==> src/rtl/adc_cs_pkg.sv <==
`timescale 1ns/1ps
package adc_cs_pkg;

   typedef enum logic [2:0] {
      RD_IDLE,
      RD_CONV,
      RD_SEL,
      RD_SHIFT,
      RD_GAP
   } rd_state_t;

   function automatic int max_of(input int a, input int b);
      return (a > b) ? a : b;
   endfunction

endpackage

==> src/rtl/adc_cs_timer.sv <==
`timescale 1ns/1ps
// Loadable down-counter shared by the conversion wait and the clock halves.
module adc_cs_timer #(
   parameter int CNT_W = 4
) (
   input  logic             clk,
   input  logic             rst_n,
   input  logic             load,
   input  logic [CNT_W-1:0] load_val,
   output logic             expired
);
   logic [CNT_W-1:0] cnt;

   always_ff @(posedge clk or negedge rst_n) begin
      if (!rst_n)
         cnt <= '0;
      else if (load)
         cnt <= load_val;
      else if (cnt != '0)
         cnt <= cnt - 1'b1;
   end

   assign expired = (cnt == '0);
endmodule

==> src/rtl/adc_cs_sck.sv <==
`timescale 1ns/1ps
// Serial clock register: armed high on entry to the shift phase, toggled on timer ticks.
module adc_cs_sck (
   input  logic clk,
   input  logic rst_n,
   input  logic arm,
   input  logic active,
   input  logic tick,
   output logic sck,
   output logic fall
);
   logic sck_q;

   always_ff @(posedge clk or negedge rst_n) begin
      if (!rst_n)
         sck_q <= 1'b0;
      else if (arm)
         sck_q <= 1'b1;
      else if (!active)
         sck_q <= 1'b0;
      else if (tick)
         sck_q <= ~sck_q;
   end

   assign sck  = sck_q;
   assign fall = active & tick & sck_q;
endmodule

==> src/rtl/adc_cs_select.sv <==
`timescale 1ns/1ps
// Registered one-of-N active-low select decode.
module adc_cs_select #(
   parameter int N_DEV = 2,
   parameter int CH_W  = 1
) (
   input  logic             clk,
   input  logic             rst_n,
   input  logic             en_nxt,
   input  logic [CH_W-1:0]  ch_nxt,
   output logic [N_DEV-1:0] sdi_n
);
   for (genvar i = 0; i < N_DEV; i++) begin : g_line
      always_ff @(posedge clk or negedge rst_n) begin
         if (!rst_n)
            sdi_n[i] <= 1'b1;
         else
            sdi_n[i] <= !(en_nxt && (ch_nxt == CH_W'(i)));
      end
   end
endmodule

==> src/rtl/adc_cs_capture.sv <==
`timescale 1ns/1ps
// Shift register for incoming bits and the registered word output.
module adc_cs_capture #(
   parameter int DATA_W = 18,
   parameter int CH_W   = 1
) (
   input  logic              clk,
   input  logic              rst_n,
   input  logic              shift_en,
   input  logic              last,
   input  logic              sdo,
   input  logic [CH_W-1:0]   ch,
   output logic [DATA_W-1:0] word,
   output logic [CH_W-1:0]   word_ch,
   output logic              word_vld
);
   logic [DATA_W-2:0] sr;
   logic [DATA_W-1:0] nxt;

   assign nxt = {sr, sdo};

   always_ff @(posedge clk or negedge rst_n) begin
      if (!rst_n) begin
         sr       <= '0;
         word     <= '0;
         word_ch  <= '0;
         word_vld <= 1'b0;
      end else begin
         word_vld <= 1'b0;
         if (shift_en) begin
            sr <= nxt[DATA_W-2:0];
            if (last) begin
               word     <= nxt;
               word_ch  <= ch;
               word_vld <= 1'b1;
            end
         end
      end
   end
endmodule

==> src/rtl/adc_cs_reader.sv <==
`timescale 1ns/1ps
module adc_cs_reader #(
   parameter int N_DEV    = 2,
   parameter int DATA_W   = 18,
   parameter int SCK_HALF = 2,
   parameter int CONV_CYC = 16,
   localparam int CH_W    = $clog2(N_DEV)
) (
   input  logic              clk,
   input  logic              rst_n,
   input  logic              start,
   input  logic              sdo,
   output logic              cnv,
   output logic              sck,
   output logic [N_DEV-1:0]  sdi_n,
   output logic [DATA_W-1:0] word,
   output logic [CH_W-1:0]   word_ch,
   output logic              word_vld,
   output logic              done,
   output logic              busy
);
   import adc_cs_pkg::*;

   localparam int TMAX = max_of(CONV_CYC, SCK_HALF);
   localparam int TW   = $clog2(TMAX + 1);
   localparam int BW   = $clog2(DATA_W + 1);
   localparam logic [TW-1:0]   HALF_LD = TW'(SCK_HALF - 1);
   localparam logic [TW-1:0]   CONV_LD = TW'(CONV_CYC - 1);
   localparam logic [BW-1:0]   LAST_BIT = BW'(DATA_W - 1);
   localparam logic [CH_W-1:0] LAST_CH  = CH_W'(N_DEV - 1);

   if (N_DEV < 2) begin : g_bad_dev
      $error("adc_cs_reader: N_DEV must be at least 2");
   end
   if (DATA_W < 2) begin : g_bad_width
      $error("adc_cs_reader: DATA_W must be at least 2");
   end
   if (SCK_HALF < 1) begin : g_bad_half
      $error("adc_cs_reader: SCK_HALF must be at least 1");
   end
   if (CONV_CYC < 1) begin : g_bad_conv
      $error("adc_cs_reader: CONV_CYC must be at least 1");
   end

   rd_state_t       st, st_n;
   logic            cnv_q, cnv_n;
   logic            sel_on, sel_on_n;
   logic [CH_W-1:0] ch, ch_n;
   logic [BW-1:0]   bitcnt, bitcnt_n;
   logic            done_q, done_n;
   logic            t_load, t_exp;
   logic [TW-1:0]   t_val;
   logic            sck_arm, sck_fall;

   adc_cs_timer #(.CNT_W(TW)) u_timer (
      .clk      (clk),
      .rst_n    (rst_n),
      .load     (t_load),
      .load_val (t_val),
      .expired  (t_exp)
   );

   adc_cs_sck u_sck (
      .clk    (clk),
      .rst_n  (rst_n),
      .arm    (sck_arm),
      .active (st == RD_SHIFT),
      .tick   (t_exp),
      .sck    (sck),
      .fall   (sck_fall)
   );

   adc_cs_select #(.N_DEV(N_DEV), .CH_W(CH_W)) u_select (
      .clk    (clk),
      .rst_n  (rst_n),
      .en_nxt (sel_on_n),
      .ch_nxt (ch_n),
      .sdi_n  (sdi_n)
   );

   adc_cs_capture #(.DATA_W(DATA_W), .CH_W(CH_W)) u_capture (
      .clk      (clk),
      .rst_n    (rst_n),
      .shift_en (sck_fall),
      .last     (bitcnt == LAST_BIT),
      .sdo      (sdo),
      .ch       (ch),
      .word     (word),
      .word_ch  (word_ch),
      .word_vld (word_vld)
   );

   always_comb begin
      st_n     = st;
      cnv_n    = cnv_q;
      sel_on_n = sel_on;
      ch_n     = ch;
      bitcnt_n = bitcnt;
      done_n   = 1'b0;
      t_load   = 1'b0;
      t_val    = HALF_LD;
      sck_arm  = 1'b0;
      unique case (st)
         RD_IDLE: begin
            if (start) begin
               st_n   = RD_CONV;
               cnv_n  = 1'b1;
               t_load = 1'b1;
               t_val  = CONV_LD;
            end
         end
         RD_CONV: begin
            if (t_exp) begin
               st_n     = RD_SEL;
               sel_on_n = 1'b1;
               ch_n     = '0;
               t_load   = 1'b1;
            end
         end
         RD_SEL: begin
            if (t_exp) begin
               st_n     = RD_SHIFT;
               sck_arm  = 1'b1;
               bitcnt_n = '0;
               t_load   = 1'b1;
            end
         end
         RD_SHIFT: begin
            if (t_exp) begin
               t_load = 1'b1;
               if (sck_fall) begin
                  bitcnt_n = bitcnt + 1'b1;
                  if (bitcnt == LAST_BIT) begin
                     sel_on_n = 1'b0;
                     if (ch == LAST_CH) begin
                        st_n   = RD_IDLE;
                        cnv_n  = 1'b0;
                        done_n = 1'b1;
                     end else begin
                        st_n = RD_GAP;
                     end
                  end
               end
            end
         end
         RD_GAP: begin
            if (t_exp) begin
               st_n     = RD_SEL;
               sel_on_n = 1'b1;
               ch_n     = ch + 1'b1;
               t_load   = 1'b1;
            end
         end
         default: st_n = RD_IDLE;
      endcase
   end

   always_ff @(posedge clk or negedge rst_n) begin
      if (!rst_n) begin
         st     <= RD_IDLE;
         cnv_q  <= 1'b0;
         sel_on <= 1'b0;
         ch     <= '0;
         bitcnt <= '0;
         done_q <= 1'b0;
      end else begin
         st     <= st_n;
         cnv_q  <= cnv_n;
         sel_on <= sel_on_n;
         ch     <= ch_n;
         bitcnt <= bitcnt_n;
         done_q <= done_n;
      end
   end

   assign cnv  = cnv_q;
   assign done = done_q;
   assign busy = (st != RD_IDLE);
endmodule

==> config.mk <==
export PLATFORM = sky130hd
export DESIGN_NAME = adc_cs_reader
export DESIGN_NICKNAME = d
export VERILOG_FILES = /design/src/rtl/adc_cs_pkg.sv /design/src/rtl/adc_cs_timer.sv /design/src/rtl/adc_cs_sck.sv /design/src/rtl/adc_cs_select.sv /design/src/rtl/adc_cs_capture.sv /design/src/rtl/adc_cs_reader.sv
export SDC_FILE = /design/constraint.sdc
export NUM_CORES = 1
export LEC_CHECK = 0
export ABC_AREA = 1
export BUFFER_PORTS_ARGS = -buffer_cell sky130_fd_sc_hd__buf_2
export CORE_MARGIN = 3
export CORE_UTILIZATION = 45
export CTS_CLUSTER_SIZE = 30
export DETAILED_ROUTE_END_ITERATION = 8
export GPL_TIMING_DRIVEN = 0
export HOLD_SLACK_MARGIN = 0.05
export PLACE_DENSITY = 0.76
export SLEW_MARGIN = 20
export SYNTH_ARGS = -nofsm -noshare
export SYNTH_HDL_FRONTEND = slang
export SYNTH_SLANG_ARGS = --single-unit
==> constraint.sdc <==
create_clock -name clk -period 1.9 [get_ports clk]
set_input_delay 0.38 -clock clk [delete_from_list [all_inputs] [get_ports clk]]
set_output_delay 0.38 -clock clk [all_outputs]
set_load 0.005 [all_outputs]
Word level (Yosys, flattened, before mapping)
Cells that the tools add are included.
- bits of input ports: 4
- logic and storage cells: 95
- bits in registers: 57
- output and inout bits: 26
- muxes and demuxes: 44
- reduce and logical (&&, ||, !) cells: 17
- equality and inequality tests: 13
- add/subtract/negate cells: 3
- bitwise operators: 4
- operators with widths (cell ; count):
    $mux 5 ; 5
    $mux 1 ; 24
    $mux 3 ; 7
    $pmux 3 s4 ; 1
    $reduce_and 6->1 ; 2
    $pmux 5 s2 ; 1
    $mux 4 ; 2
    $ne 2x2->1 const B ; 4
    $pmux 1 s2 ; 4
    $eq 3x2->1 const B ; 2
    $ne 2x1->1 const B ; 3
    $reduce_bool 2->1 ; 3
    $add 5x1->5 const B ; 1
    $eq 5x5->1 const B ; 1
    $logic_not 5->1 ; 1
    $reduce_bool 5->1 ; 1
    $sub 5x1->5 const B ; 1
    $reduce_and 4->1 ; 1
    $reduce_or 4->1 ; 1
    $eq 3x1->1 const B ; 1
    $eq 3x3->1 const B ; 1
    $logic_not 3->1 ; 1
    $ne 3x3->1 const B ; 1
    $reduce_bool 3->1 ; 1
    other kinds (7) ; 11

Logic depth before layout (Yosys ltp)
Gate-level depths: netlist (run 1).
- depth after elaboration: 8
- mapped depth: 11
- mapped depth without buffers: 11

Cells and area by module
A second synthesis (run 1) with hierarchy kept.
- cells, all modules: 314
- area, all modules: 2636.3 µm²
- by module, submodules not included (module ; area an instance (µm²) ; times used ; seq. area each (µm²) ; cells an instance):
    adc_cs_capture ; 1450.1 ; 1 ; 925.9 ; 157
    adc_cs_reader ; 759.5 ; 1 ; 300.3 ; 103
    adc_cs_timer ; 302.8 ; 1 ; 125.1 ; 39
    adc_cs_select ; 63.8 ; 1 ; 52.6 ; 5
    adc_cs_sck ; 60.1 ; 1 ; 25.0 ; 10

Worst setup path before layout (run 1)
Ideal clock, no wire load.
- path kind: register to register
- start point: register u_timer.cnt[0]
- end point: register u_capture.word[0]
- setup time: 0.117 ns
- setup slack: 0.359 ns
- required time: 1.783 ns
- arrival time: 1.423 ns
- stages on the path, launching flop included: 12
- period minus slack after synthesis: 1.541 ns
- path buffers: 2
- cell sequence: dfrtp_1 -> inv_1 -> ha_1 -> inv_1 -> nor2_2 -> nand2_4 -> nor2_8 -> nand3b_4 -> buf_6 -> buf_6 -> nand2_1 -> o21ai_2
- cells in the longest elaborated chain, start to end: 4
- ends and longest elaborated chain (what ; line ; text):
    start: declaration ; adc_cs_timer.sv:12 ; logic [CNT_W-1:0] cnt;
    start signal: assignment ; adc_cs_timer.sv:18 ; cnt <= load_val;
    start signal: assignment ; adc_cs_timer.sv:20 ; cnt <= cnt - 1'b1;
    $logic_not 5->1 ; adc_cs_timer.sv:23 ; assign expired = (cnt == '0);
    $and 1x1->1 (2 in a row) ; adc_cs_sck.sv:26 ; assign fall = active & tick & sck_q;
    $reduce_and 2->1 (no line) ; n/a ;
    end signal: assignment ; adc_cs_capture.sv:33 ; word <= nxt;
    end: declaration ; adc_cs_capture.sv:13 ; output logic [DATA_W-1:0] word,
No other way between the ends.
A chain may end at the register's enable or synchronous reset.

Final worst setup path (run 1)
- start point: register u_timer.cnt[0]
- end point: register u_select.sdi_n[0]
- elaborated cells on any way between the ends: 13
- classes of those cells: 7 x mux; 3 x bitwise; 3 x reduce/logical
- RTL lines (what ; line ; text):
    $logic_not 5->1 (*) ; adc_cs_timer.sv:23 ;
    $mux 1, on equally long branches ; adc_cs_reader.sv:147, adc_cs_reader.sv:113 ;
    $pmux 1 s2 (*) ; adc_cs_reader.sv:103 ; unique case (st)
    net ch_n ; adc_cs_reader.sv:48 ; logic [CH_W-1:0] ch, ch_n;
    $not 1->1 (*) ; adc_cs_select.sv:18 ; sdi_n[i] <= !(en_nxt && (ch_nxt == CH_W'(i)));
    $logic_and 1x1->1 (*) ; adc_cs_select.sv:18 ;
    $logic_not 1->1 (*) ; adc_cs_select.sv:18 ;
    end signal: indexed assignment ; adc_cs_select.sv:18 ;
    end: declaration ; adc_cs_select.sv:11 ; output logic [N_DEV-1:0] sdi_n
Mark *: on every way through the listed nets, which the timed path passes. The rest lies on a longest branch.

==> results of run 1 <==
## through the flow
| step | hold slack (ns) | utilization |
|---|---|---|
| 6_report | 0.0904 | 0.576 |
| 3_5_place_dp | 0.463 | 0.529 |
| 4_1_cts | 0.119 | 0.576 |
| 5_1_grt | 0.140 | 0.576 |
| 3_3_place_gp | 0.459 | 0.528 |
| 2_1_floorplan | 0.0844 | - |
## area by class of cell
type	count	area, sq um	area share
Sequential cell	57	1430	0.467
Multi-Input combinational cell	173	945	0.309
Clock buffer	12	155	0.0508
Timing Repair Buffer	29	148	0.0483
Inverter	36	136	0.0446
Clock inverter	4	98.8	0.0323
Tap cell	70	87.6	0.0287
Buffer	7	57.6	0.0188
## cell families (layout without fill, tap and decap cells)
group,after synthesis,after routing,synth area share
compound gates,45,45,0.112
fa+ha+maj,5,5,0.0244
simple gates,116,116,0.207
buf+inv,43,88,0.0755
xor+xnor,6,6,0.0205
mux,1,1,0.00390
flops,57,57,0.557
## cells in the final DEF, fill, tap and decap left out, drive strengths merged, types with 2 or more instances in the layout
master / count
dfrtp: 55
buf: 35
clkbuf: 13
xor2: 6
inv: 35
o211ai: 2
nor3: 2
nand2: 80
nor2: 16
bufinv: 3
nand3: 15
dfstp: 2
ha: 5
a21oi: 2
clkinv: 2
o21bai: 3
o21ai: 37
## power by group through the flow
| stage | Sequential, W | Combinational, W | Clock, W |
|---|---|---|---|
| floorplan | 0.00144 | 0.000588 | 0 |
| global placement | 0.00145 | 0.000741 | 0 |
| detailed placement | 0.00145 | 0.000758 | 0 |
| CTS | 0.00143 | 0.000761 | 0.00144 |
| global route | 0.00145 | 0.000878 | 0.00149 |
| finish | 0.00143 | 0.000756 | 0.00141 |
## metal layers
layer  up-vias  GRT usage  part of all wire
li1        944          -                 -
met1       887      0.208              0.46
met2        32      0.258              0.48
met3        10     0.0406             0.039
met4         0     0.0794             0.020
met5         -          0                 0
## worst register-to-register path: stages, from the launching register on
cell and delay (ns):
sky130_fd_sc_hd__dfrtp_1 0.39, sky130_fd_sc_hd__inv_1 0.11, sky130_fd_sc_hd__ha_1 0.16, sky130_fd_sc_hd__inv_1 0.05, sky130_fd_sc_hd__nor2_2 0.11, sky130_fd_sc_hd__nand2_4 0.13, sky130_fd_sc_hd__ha_1 0.30, sky130_fd_sc_hd__o211ai_1 0.25
sky130_fd_sc_hd__inv_1 0.07, sky130_fd_sc_hd__nand2_1 0.07
## registers in the layout, summed over array words and instances (netlist names), named ones only
signal,count
bitcnt,5
u_capture.word_ch,1
u_capture.word_vld,1
st,3
u_capture.sr,17
u_timer.cnt,5
u_sck.sck,1
u_select.sdi_n,2
ch,1
cnv,1
u_capture.word,18
done,1
## worst max path at each step
stage                   start                end  slack [ns]
6_report       u_timer.cnt[0]  u_select.sdi_n[0]        0.21
5_1_grt        u_timer.cnt[0]  u_select.sdi_n[0]       0.008
4_1_cts        u_timer.cnt[0]  u_select.sdi_n[0]        0.17
3_5_place_dp   u_timer.cnt[0]  u_select.sdi_n[0]        0.20
3_3_place_gp   u_timer.cnt[0]  u_capture.word[2]        0.25
2_1_floorplan  u_timer.cnt[0]  u_capture.word[0]        0.36
==> flow_metrics.env, run 1 <==
export IMPL_count_of_buffers_from_port_buffering=29
export IMPL_vdd_ir_drop_worst_uv=651
export IMPL_max_cap_violations=0
export IMPL_detailedPlacementHpwl_mm=3.35
export IMPL_vias_cell=4.83
export IMPL_synth_top_flop_cell="sky130_fd_sc_hd__dfrtp_1"
export IMPL_synth_commonest_cells="sky130_fd_sc_hd__nand2_1 (78), sky130_fd_sc_hd__dfrtp_1 (55), sky130_fd_sc_hd__inv_1 (33), sky130_fd_sc_hd__o21ai_1 (21), sky130_fd_sc_hd__nor2_1 (13)"
export IMPL_num_nets_final=322
export IMPL_netlist_area_sq_um=2570
export IMPL_final_hold_violation_count=0
export IMPL_htree_num_levels=3
export IMPL_boundaryPins=30
export IMPL_antenna_cells=0
export IMPL_syn_nets=282
export IMPL_drt_iter0_drc=78
export IMPL_comb_power_share=0.210
export IMPL_firstDrtPassIters=4
export IMPL_wl_per_cell_microns=12.0
export IMPL_yosys_cell_types_count=33
export IMPL_gpl_final_weighted_congestion=0.790
export IMPL_most_used_cell_along_the_critical_path="sky130_fd_sc_hd__inv_1"
export IMPL_cts_root_buffer_cell="sky130_fd_sc_hd__clkbuf_8"
export IMPL_totalNegativeSetupSlack_ns=0
export IMPL_setup_reg_to_reg_worst_slack_ns=0.21
export IMPL_period_needed_ns=1.69
export IMPL_final_cell_area_sq_um=3060
export IMPL_seq_power_share=0.399
export IMPL_globalRouteOverflowTotal=0
export IMPL_synthMostInstantiatedCell="sky130_fd_sc_hd__nand2_1"
export IMPL_placement_setup_worst_slack_ns=0.204
export IMPL_critical_path_max_stage_delay_ns=0.39
export IMPL_switching_part_of_the_total_power=0.285
export IMPL_cts_hold_buffers=0
export IMPL_clk_insertion_delay_late_ns=0.33
export IMPL_grt_setup_unrepaired="no"
export IMPL_yosys_warnings=0
export IMPL_postSynthCellCount=273
export IMPL_worstSetupPathType="reg2reg"
export IMPL_min_delay_path_class="in2async"
export IMPL_max_slew_margin_rel=0.543
export IMPL_cts_tree="built"
export IMPL_cts_sink_count=57
export IMPL_worstSetupPathDepth=9
export IMPL_internal_power_w=0.00257
export IMPL_worst_slew_pin_slew_ns=0.685
export IMPL_synth_area_leaders="sky130_fd_sc_hd__dfrtp_1 (54%), sky130_fd_sc_hd__nand2_1 (11%), sky130_fd_sc_hd__inv_1 (4.8%), sky130_fd_sc_hd__o21ai_1 (4.1%), sky130_fd_sc_hd__o21ai_2 (3.1%)"
export IMPL_areaGrowthSynthToFinish_pct=19.1
export IMPL_fin_cells=388
export IMPL_peak_clock_frequency_supported_by_timing_ghz=0.593
export IMPL_placed_cells=372
export IMPL_setup_violations_final=0
export IMPL_fraction_of_registers_with_async_set_or_reset_after_synthesis=1.00
export IMPL_critPathMaxFanout=9
export IMPL_route_vias_total=1873
export IMPL_run_status="complete, no violations"
export IMPL_place_area_sq_um=2800
export IMPL_synth_enable_flop_cells=0
export IMPL_yosysTopAreaCellShare=0.536
export IMPL_antenna_found_initial=0
export IMPL_p_leak_nw=1.60
export IMPL_timing_rr_end="u_select.sdi_n[0]"
export IMPL_fin_ws_ns=0.213
export IMPL_pin_count_of_the_biggest_net_entering_global_routing=58
export IMPL_clock_share_of_power=0.391
export IMPL_switching_power_w=0.00102
export IMPL_power_per_cell_area_nw_per_um2=1180
export IMPL_share_of_the_clock_period_used_by_the_worst_path=0.888
export IMPL_design_power_total_w=0.00359
export IMPL_dieWidth_microns=81.5
export IMPL_clk_pin_slew_worst_paths_ns=0.07
export IMPL_crit_path_start_kind="flop"
export IMPL_rr_startpoint="u_timer.cnt[0]"
export IMPL_core_area_sq_um=5300
export IMPL_start_util=0.484
export IMPL_filler_cell_count=458
export IMPL_global_route_wire_length_before_repair_mm=8.26
export IMPL_report_final_slew_viol_count=0
export IMPL_layout_cells_sized_above_1=0.242
export IMPL_number_of_buffer_and_inverter_instances_along_the_worst_setup_path=3
export IMPL_yosys_register_bits=57
export IMPL_core_rows=26
export IMPL_yosysTopAreaCell="sky130_fd_sc_hd__dfrtp_1"
export IMPL_clock_tree_buffer_depth=2
export IMPL_finalClockSkew_ns=0.00956
export IMPL_post_cts_setup_buffers=0
export IMPL_worst_path_dominant_cell_family="adder cells"
export IMPL_numCtsBuffers=9
export IMPL_route_detailed_drc=0
export IMPL_r2r_cells=9
export IMPL_worstPathCellList="inv_1 -> ha_1 -> inv_1 -> nor2_2 -> nand2_4 -> ha_1 -> o211ai_1 -> inv_1 -> nand2_1"
export IMPL_die_area_sq_um=6650
export IMPL_cts_repair_resized=0
export IMPL_postSynthAreaPerCell_sq_um=9.40
export IMPL_grt_use_total=0.163
export IMPL_via_count_of_the_first_global_routing_pass=1828
export IMPL_crit_arrival_ns=1.96
export IMPL_critical_path_slowest_cell="sky130_fd_sc_hd__dfrtp_1"
export IMPL_synth_seq_area_share=0.557
export IMPL_drt_total_wl_mm=4.64
export IMPL_chipHeight_microns=81.5
export IMPL_endpoint_kind="flop"
export IMPL_antenna_left=0
export IMPL_crit_required_ns=2.17
No activity file was read; power rests on OpenSTA's default activity.
==> inputs of run 2 (changes only) <==
--- a/config.mk
+++ b/config.mk
@@ -13,6 +13,7 @@
 export DETAILED_ROUTE_END_ITERATION = 8
 export GPL_TIMING_DRIVEN = 0
 export HOLD_SLACK_MARGIN = 0.05
+export MAX_ROUTING_LAYER = met4
 export PLACE_DENSITY = 0.76
 export SLEW_MARGIN = 20
 export SYNTH_ARGS = -nofsm -noshare
==> flow_metrics.env, run 2 (synthesis results as in run 1) <==
export IMPL_run_status="complete, no violations"
export IMPL_detailedPlacementHpwl_mm=3.35
export IMPL_period_needed_ns=1.69
export IMPL_placement_setup_worst_slack_ns=0.204
export IMPL_final_core_util=0.576
export IMPL_via_count_of_the_first_global_routing_pass=1832
export IMPL_number_of_buffer_and_inverter_instances_along_the_worst_setup_path=3
export IMPL_cts_tree="built"
export IMPL_setup_violations_final=0
export IMPL_route_vias_total=1872
export IMPL_antenna_found_initial=0
export IMPL_power_per_cell_area_nw_per_um2=1180
export IMPL_crit_path_start_kind="flop"
export IMPL_htree_num_levels=3
export IMPL_r2r_cells=9
export IMPL_min_delay_path_class="in2async"
export IMPL_totalNegativeSetupSlack_ns=0
export IMPL_worstPathCellList="inv_1 -> ha_1 -> inv_1 -> nor2_2 -> nand2_4 -> ha_1 -> o211ai_1 -> inv_1 -> nand2_1"
export IMPL_grt_setup_unrepaired="no"
export IMPL_start_util=0.484
export IMPL_antenna_cells=0
export IMPL_share_of_the_clock_period_used_by_the_worst_path=0.888
export IMPL_worstSetupPathType="reg2reg"
export IMPL_crit_arrival_ns=1.96
export IMPL_pin_count_of_the_biggest_net_entering_global_routing=58
export IMPL_p_leak_nw=1.60
export IMPL_areaGrowthSynthToFinish_pct=19.1
export IMPL_core_rows=26
export IMPL_fin_ws_ns=0.212
export IMPL_count_of_buffers_from_port_buffering=29
export IMPL_largest_registers="u_capture.word (18), u_capture.sr (17)"
export IMPL_firstDrtPassIters=4
export IMPL_core_area_sq_um=5300
export IMPL_vdd_ir_drop_worst_uv=649
export IMPL_clk_pin_slew_worst_paths_ns=0.07
export IMPL_numCtsBuffers=9
export IMPL_critPathMaxFanout=9
export IMPL_max_cap_violations=0
export IMPL_cts_sink_count=57
export IMPL_worstSetupPathDepth=9
export IMPL_worst_slew_pin_slew_ns=0.685
export IMPL_crit_required_ns=2.17
export IMPL_endpoint_kind="flop"
export IMPL_cts_hold_buffers=0
export IMPL_report_final_slew_viol_count=0
export IMPL_clk_insertion_delay_late_ns=0.33
export IMPL_wl_per_cell_microns=12.0
export IMPL_boundaryPins=30
export IMPL_setup_reg_to_reg_worst_slack_ns=0.21
export IMPL_post_cts_setup_buffers=0
export IMPL_worst_path_dominant_cell_family="adder cells"
export IMPL_vias_cell=4.82
export IMPL_clock_tree_buffer_depth=2
export IMPL_cts_repair_resized=0
export IMPL_critical_path_max_stage_delay_ns=0.39
export IMPL_antenna_left=0
export IMPL_finalClockSkew_ns=0.00934
export IMPL_number_of_flip_flops_in_the_largest_register=18
export IMPL_dieWidth_microns=81.5
export IMPL_final_hold_violation_count=0
export IMPL_most_used_cell_along_the_critical_path="sky130_fd_sc_hd__inv_1"
export IMPL_route_detailed_drc=0
export IMPL_cts_root_buffer_cell="sky130_fd_sc_hd__clkbuf_8"
export IMPL_regMostFlops="u_capture.word"
export IMPL_chipHeight_microns=81.5
export IMPL_global_route_wire_length_before_repair_mm=8.27
export IMPL_layout_cells_sized_above_1=0.242
export IMPL_final_common_cell="sky130_fd_sc_hd__nand2_1"
export IMPL_globalRouteOverflowTotal=0
export IMPL_die_area_sq_um=6650
export IMPL_num_nets_final=322
export IMPL_critical_path_slowest_cell="sky130_fd_sc_hd__dfrtp_1"
export IMPL_grt_use_total=0.168
export IMPL_drt_total_wl_mm=4.65
export IMPL_layout_common_cells="sky130_fd_sc_hd__nand2_1 (78), sky130_fd_sc_hd__dfrtp_1 (55), sky130_fd_sc_hd__inv_1 (33), sky130_fd_sc_hd__buf_2 (31), sky130_fd_sc_hd__o21ai_1 (21)"
export IMPL_gpl_final_weighted_congestion=0.802
export IMPL_drt_iter0_drc=78
export IMPL_max_slew_margin_rel=0.543
export IMPL_peak_clock_frequency_supported_by_timing_ghz=0.593
==> run 2: cell counts in the layout (fill, tap and decap cells not counted) <==
Identical to the previous run, type by type.
==> run 2: stage by stage <==
step	cell area (sq um)	hold WS, ns	power [W]	instances
6_report	3060	0.0881	0.00360	388
5_1_grt	3060	0.140	0.00382	388
4_1_cts	3060	0.119	0.00363	388
3_5_place_dp	2800	0.463	0.00221	372
3_3_place_gp	2800	0.459	0.00219	372
2_1_floorplan	2570	0.0844	0.00203	273
==> run 2: final cells by class <==
cell class	instances	area (sq um)
fill	458	2250
sequential	57	1430
multi-input combinational	173	945
clock buffer	12	155
timing repair buffer	29	148
inverter	36	136
clock inverter	4	98.8
tap	70	87.6
buffer	7	57.6
==> run 2: path summary, 6_finish.rpt <==
kind / start / end
hold / removal: rst_n / u_capture.sr[2]
setup reg to reg: u_timer.cnt[0] / u_select.sdi_n[0]
max in group asynchronous: rst_n / u_timer.cnt[0]
hold reg to reg: u_capture.word_ch / u_capture.word_ch
min in group clk: sdo / u_capture.word[0]
setup / recovery: u_timer.cnt[0] / u_select.sdi_n[0]
==> run 2: power breakdown <==
group / internal [W] / total, W / switching [W]
sequential: 0.00133 / 0.00143 / 0.0000988
clock: 0.000946 / 0.00141 / 0.000461
combinational: 0.000290 / 0.000756 / 0.000466
==> run 2: worst reg2reg max path, stage by stage (launching register included) <==
cell and delay (ns):
sky130_fd_sc_hd__dfrtp_1 0.39, sky130_fd_sc_hd__inv_1 0.11, sky130_fd_sc_hd__ha_1 0.16, sky130_fd_sc_hd__inv_1 0.05
sky130_fd_sc_hd__nor2_2 0.11, sky130_fd_sc_hd__nand2_4 0.13, sky130_fd_sc_hd__ha_1 0.30, sky130_fd_sc_hd__o211ai_1 0.25
sky130_fd_sc_hd__inv_1 0.07, sky130_fd_sc_hd__nand2_1 0.07
==> run 2: routing by layer <==
metal  track usage  vias to the layer above  wire length [microns]
li1              -                      944                      -
met1         0.210                      887                   2150
met2         0.257                       32                   2210
met3        0.0406                        9                    205
met4        0.0794                        0                     83
met5             -                        -                      0
==> inputs of run 3 (changes only) <==
--- a/config.mk
+++ b/config.mk
@@ -18,4 +18,5 @@
 export SLEW_MARGIN = 20
 export SYNTH_ARGS = -nofsm -noshare
 export SYNTH_HDL_FRONTEND = slang
+export SYNTH_HIERARCHICAL = 1
 export SYNTH_SLANG_ARGS = --single-unit
==> flow_metrics.env, run 3 <==
export IMPL_firstDrtPassIters=5
export IMPL_chipHeight_microns=82.5
export IMPL_min_delay_path_class="in2async"
export IMPL_synthXorXnorAreaFrac=0.0133
export IMPL_cts_root_buffer_cell="sky130_fd_sc_hd__clkbuf_8"
export IMPL_timing_rr_end="u_select/sdi_n[0]"
export IMPL_yosysTopAreaCellShare=0.522
export IMPL_postSynthAreaPerCell_sq_um=8.40
export IMPL_die_area_sq_um=6810
export IMPL_core_rows=27
export IMPL_critPathMaxFanout=5
export IMPL_count_of_buffers_from_port_buffering=29
export IMPL_wl_per_cell_microns=12.1
export IMPL_fraction_of_registers_with_async_set_or_reset_after_synthesis=1.00
export IMPL_number_of_flip_flops_in_the_largest_register=18
export IMPL_power_per_cell_area_nw_per_um2=1150
export IMPL_vias_cell=4.87
export IMPL_yosys_register_bits=57
export IMPL_finalClockSkew_ns=0.00823
export IMPL_crit_arrival_ns=2.07
export IMPL_synthMostInstantiatedCell="sky130_fd_sc_hd__nand2_1"
export IMPL_clk_insertion_delay_late_ns=0.34
export IMPL_setup_violations_final=0
export IMPL_main_combinational_cell_family_by_area_after_synthesis="simple AND/OR/NAND/NOR gates"
export IMPL_crit_path_start_kind="flop"
export IMPL_yosysTopAreaCell="sky130_fd_sc_hd__dfrtp_1"
export IMPL_synth_seq_area_share=0.542
export IMPL_final_hold_violation_count=0
export IMPL_pin_count_of_the_biggest_net_entering_global_routing=58
export IMPL_antenna_cells=0
export IMPL_htree_num_levels=3
export IMPL_worst_slew_pin_slew_ns=0.709
export IMPL_grt_use_total=0.180
export IMPL_start_util=0.473
export IMPL_crit_required_ns=2.18
export IMPL_final_hold_worst_slack_ns=0.0813
export IMPL_synth_top_flop_cell="sky130_fd_sc_hd__dfrtp_1"
export IMPL_global_route_wire_length_before_repair_mm=8.93
export IMPL_peak_clock_frequency_supported_by_timing_ghz=0.559
export IMPL_report_final_slew_viol_count=0
export IMPL_antenna_left=0
export IMPL_totalNegativeSetupSlack_ns=0
export IMPL_period_needed_ns=1.79
export IMPL_max_slew_margin_rel=0.527
export IMPL_cts_sink_count=57
export IMPL_route_vias_total=2130
export IMPL_synth_commonest_cells="sky130_fd_sc_hd__nand2_1 (101), sky130_fd_sc_hd__dfrtp_1 (55), sky130_fd_sc_hd__inv_1 (44), sky130_fd_sc_hd__nand3_1 (33), sky130_fd_sc_hd__o21ai_0 (23)"
export IMPL_num_nets_final=368
export IMPL_worstSetupPathType="reg2reg"
export IMPL_synth_area_mux_share=0
export IMPL_share_of_the_clock_period_used_by_the_worst_path=0.942
export IMPL_syn_nets=322
export IMPL_numCtsBuffers=9
export IMPL_final_core_util=0.564
export IMPL_netlist_area_sq_um=2640
export IMPL_fin_ws_ns=0.111
export IMPL_regArea_sq_um=1430
export IMPL_dieWidth_microns=82.5
export IMPL_regMostFlops="u_capture/word"
export IMPL_cts_hold_buffers=0
export IMPL_antenna_found_initial=0
export IMPL_clock_tree_buffer_depth=2
export IMPL_max_cap_violations=0
export IMPL_synth_enable_flop_cells=0
export IMPL_postSynthCellCount=314
export IMPL_clk_pin_slew_worst_paths_ns=0.07
export IMPL_layout_common_cells="sky130_fd_sc_hd__nand2_1 (98), sky130_fd_sc_hd__dfrtp_1 (55), sky130_fd_sc_hd__inv_1 (40), sky130_fd_sc_hd__nand3_1 (33), sky130_fd_sc_hd__buf_2 (32)"
export IMPL_setup_reg_to_reg_worst_slack_ns=0.11
export IMPL_final_common_cell="sky130_fd_sc_hd__nand2_1"
export IMPL_boundaryPins=30
export IMPL_vdd_ir_drop_worst_uv=592
export IMPL_globalRouteOverflowTotal=0
export IMPL_cts_tree="built"
export IMPL_largest_registers="u_capture/word (18), u_capture/sr (17)"
export IMPL_r2r_cells=10
export IMPL_multiInputGateArea_sq_um=991
export IMPL_via_count_of_the_first_global_routing_pass=2032
export IMPL_yosys_cell_types_count=29
export IMPL_filler_cell_count=510
export IMPL_yosys_warnings=6
export IMPL_core_area_sq_um=5570
export IMPL_layout_cells_sized_above_1=0.236
export IMPL_placement_setup_worst_slack_ns=-0.232
export IMPL_p_leak_nw=1.70
export IMPL_rr_startpoint="u_timer/cnt[0]"
export IMPL_synth_area_leaders="sky130_fd_sc_hd__dfrtp_1 (52%), sky130_fd_sc_hd__nand2_1 (14%), sky130_fd_sc_hd__inv_1 (6.3%), sky130_fd_sc_hd__nand3_1 (6.3%), sky130_fd_sc_hd__o21ai_0 (4.4%)"
export IMPL_drt_total_wl_mm=5.29
export IMPL_gpl_final_weighted_congestion=0.889
export IMPL_run_status="complete, no violations"
export IMPL_simple_gate_share_of_the_synthesized_area=0.263
export IMPL_synth_adder_area_share=0.0190
export IMPL_endpoint_kind="flop"
export IMPL_post_synthesis_compound_gate_area_fraction=0.0645
export IMPL_drt_iter0_drc=143
export IMPL_areaGrowthSynthToFinish_pct=19.2
export IMPL_detailedPlacementHpwl_mm=3.44
export IMPL_route_detailed_drc=0
-- run 3: worst max-delay path, cell delays in order, from the launching register on --
cell and delay [ns]:
sky130_fd_sc_hd__dfrtp_1 0.39, sky130_fd_sc_hd__inv_2 0.10, sky130_fd_sc_hd__ha_4 0.18, sky130_fd_sc_hd__nand3_4 0.09, sky130_fd_sc_hd__inv_4 0.09, sky130_fd_sc_hd__buf_4 0.12, sky130_fd_sc_hd__inv_1 0.06, sky130_fd_sc_hd__ha_1 0.27
sky130_fd_sc_hd__o221ai_1 0.28, sky130_fd_sc_hd__inv_1 0.07, sky130_fd_sc_hd__nand2_1 0.07
-- run 3: routing by layer --
metal,routed length (microns),share of wire,global-route usage,up-vias
li1,-,-,-,1063
met1,2410,0.46,0.214,1017
met2,2610,0.49,0.275,46
met3,216,0.041,0.0510,4
met4,53,0.010,0.0997,0
met5,0,0,-,-
-- run 3: layout make-up --
class	instances	share of cell area
Sequential cell	57	0.455
Inverter	48	0.0589
Clock inverter	6	0.0135
Buffer	11	0.0235
Tap cell	72	0.0287
Clock buffer	10	0.0438
Timing Repair Buffer	35	0.0613
Multi-Input combinational cell	198	0.315
-- run 3: cells by family (layout without fill, tap and decap cells) --
group           count (synthesis)  in the layout
buf+inv                        59            110
flops                          57             57
xor+xnor                        4              4
compound gates                 31             31
fa+ha+maj                       4              4
other cells                     2              2
simple gates                  157            157
-- run 3: report_power, final --
part / leakage (nW) / internal, W / switching (W) / total, W
clock: 0.0887 / 0.000509 / 0.000509 / 0.00102
sequential: 0.758 / 0.00137 / 0.000125 / 0.00149
combinational: 0.850 / 0.000421 / 0.000677 / 0.00110
-- run 3: metrics by stage --
stage          instances  cell area (sq um)  power (W)
6_report             437               3140    0.00361
5_1_grt              437               3140    0.00387
4_1_cts              431               3070    0.00351
3_5_place_dp         415               2870    0.00243
3_3_place_gp         415               2870    0.00238
2_1_floorplan        314               2640    0.00220
-- run 3: timing repair --
| item | CTS | global route |
|---|---|---|
| pin swaps | 1 | 2 |
| setup endpoints to repair | 55 | 42 |
| gates resized for setup | 6 | 10 |
| setup buffers | 0 | 6 |
-- run 3: worst max path at each step --
| stage | startpoint | end | slack (ns) | cells past startpoint |
|---|---|---|---|---|
| CTS | st[2] | bitcnt[2] | 0.03 | 10 |
| finish | u_timer/cnt[0] | u_select/sdi_n[0] | 0.11 | 10 |
| detailed placement | u_timer/cnt[0] | bitcnt[2] | -0.23 | 11 |
| global route | u_timer/cnt[0] | bitcnt[2] | -0.03 | 11 |
| floorplan | u_timer/cnt[0] | bitcnt[2] | 0.08 | 11 |
| global placement | u_timer/cnt[0] | bitcnt[4] | -0.15 | 11 |
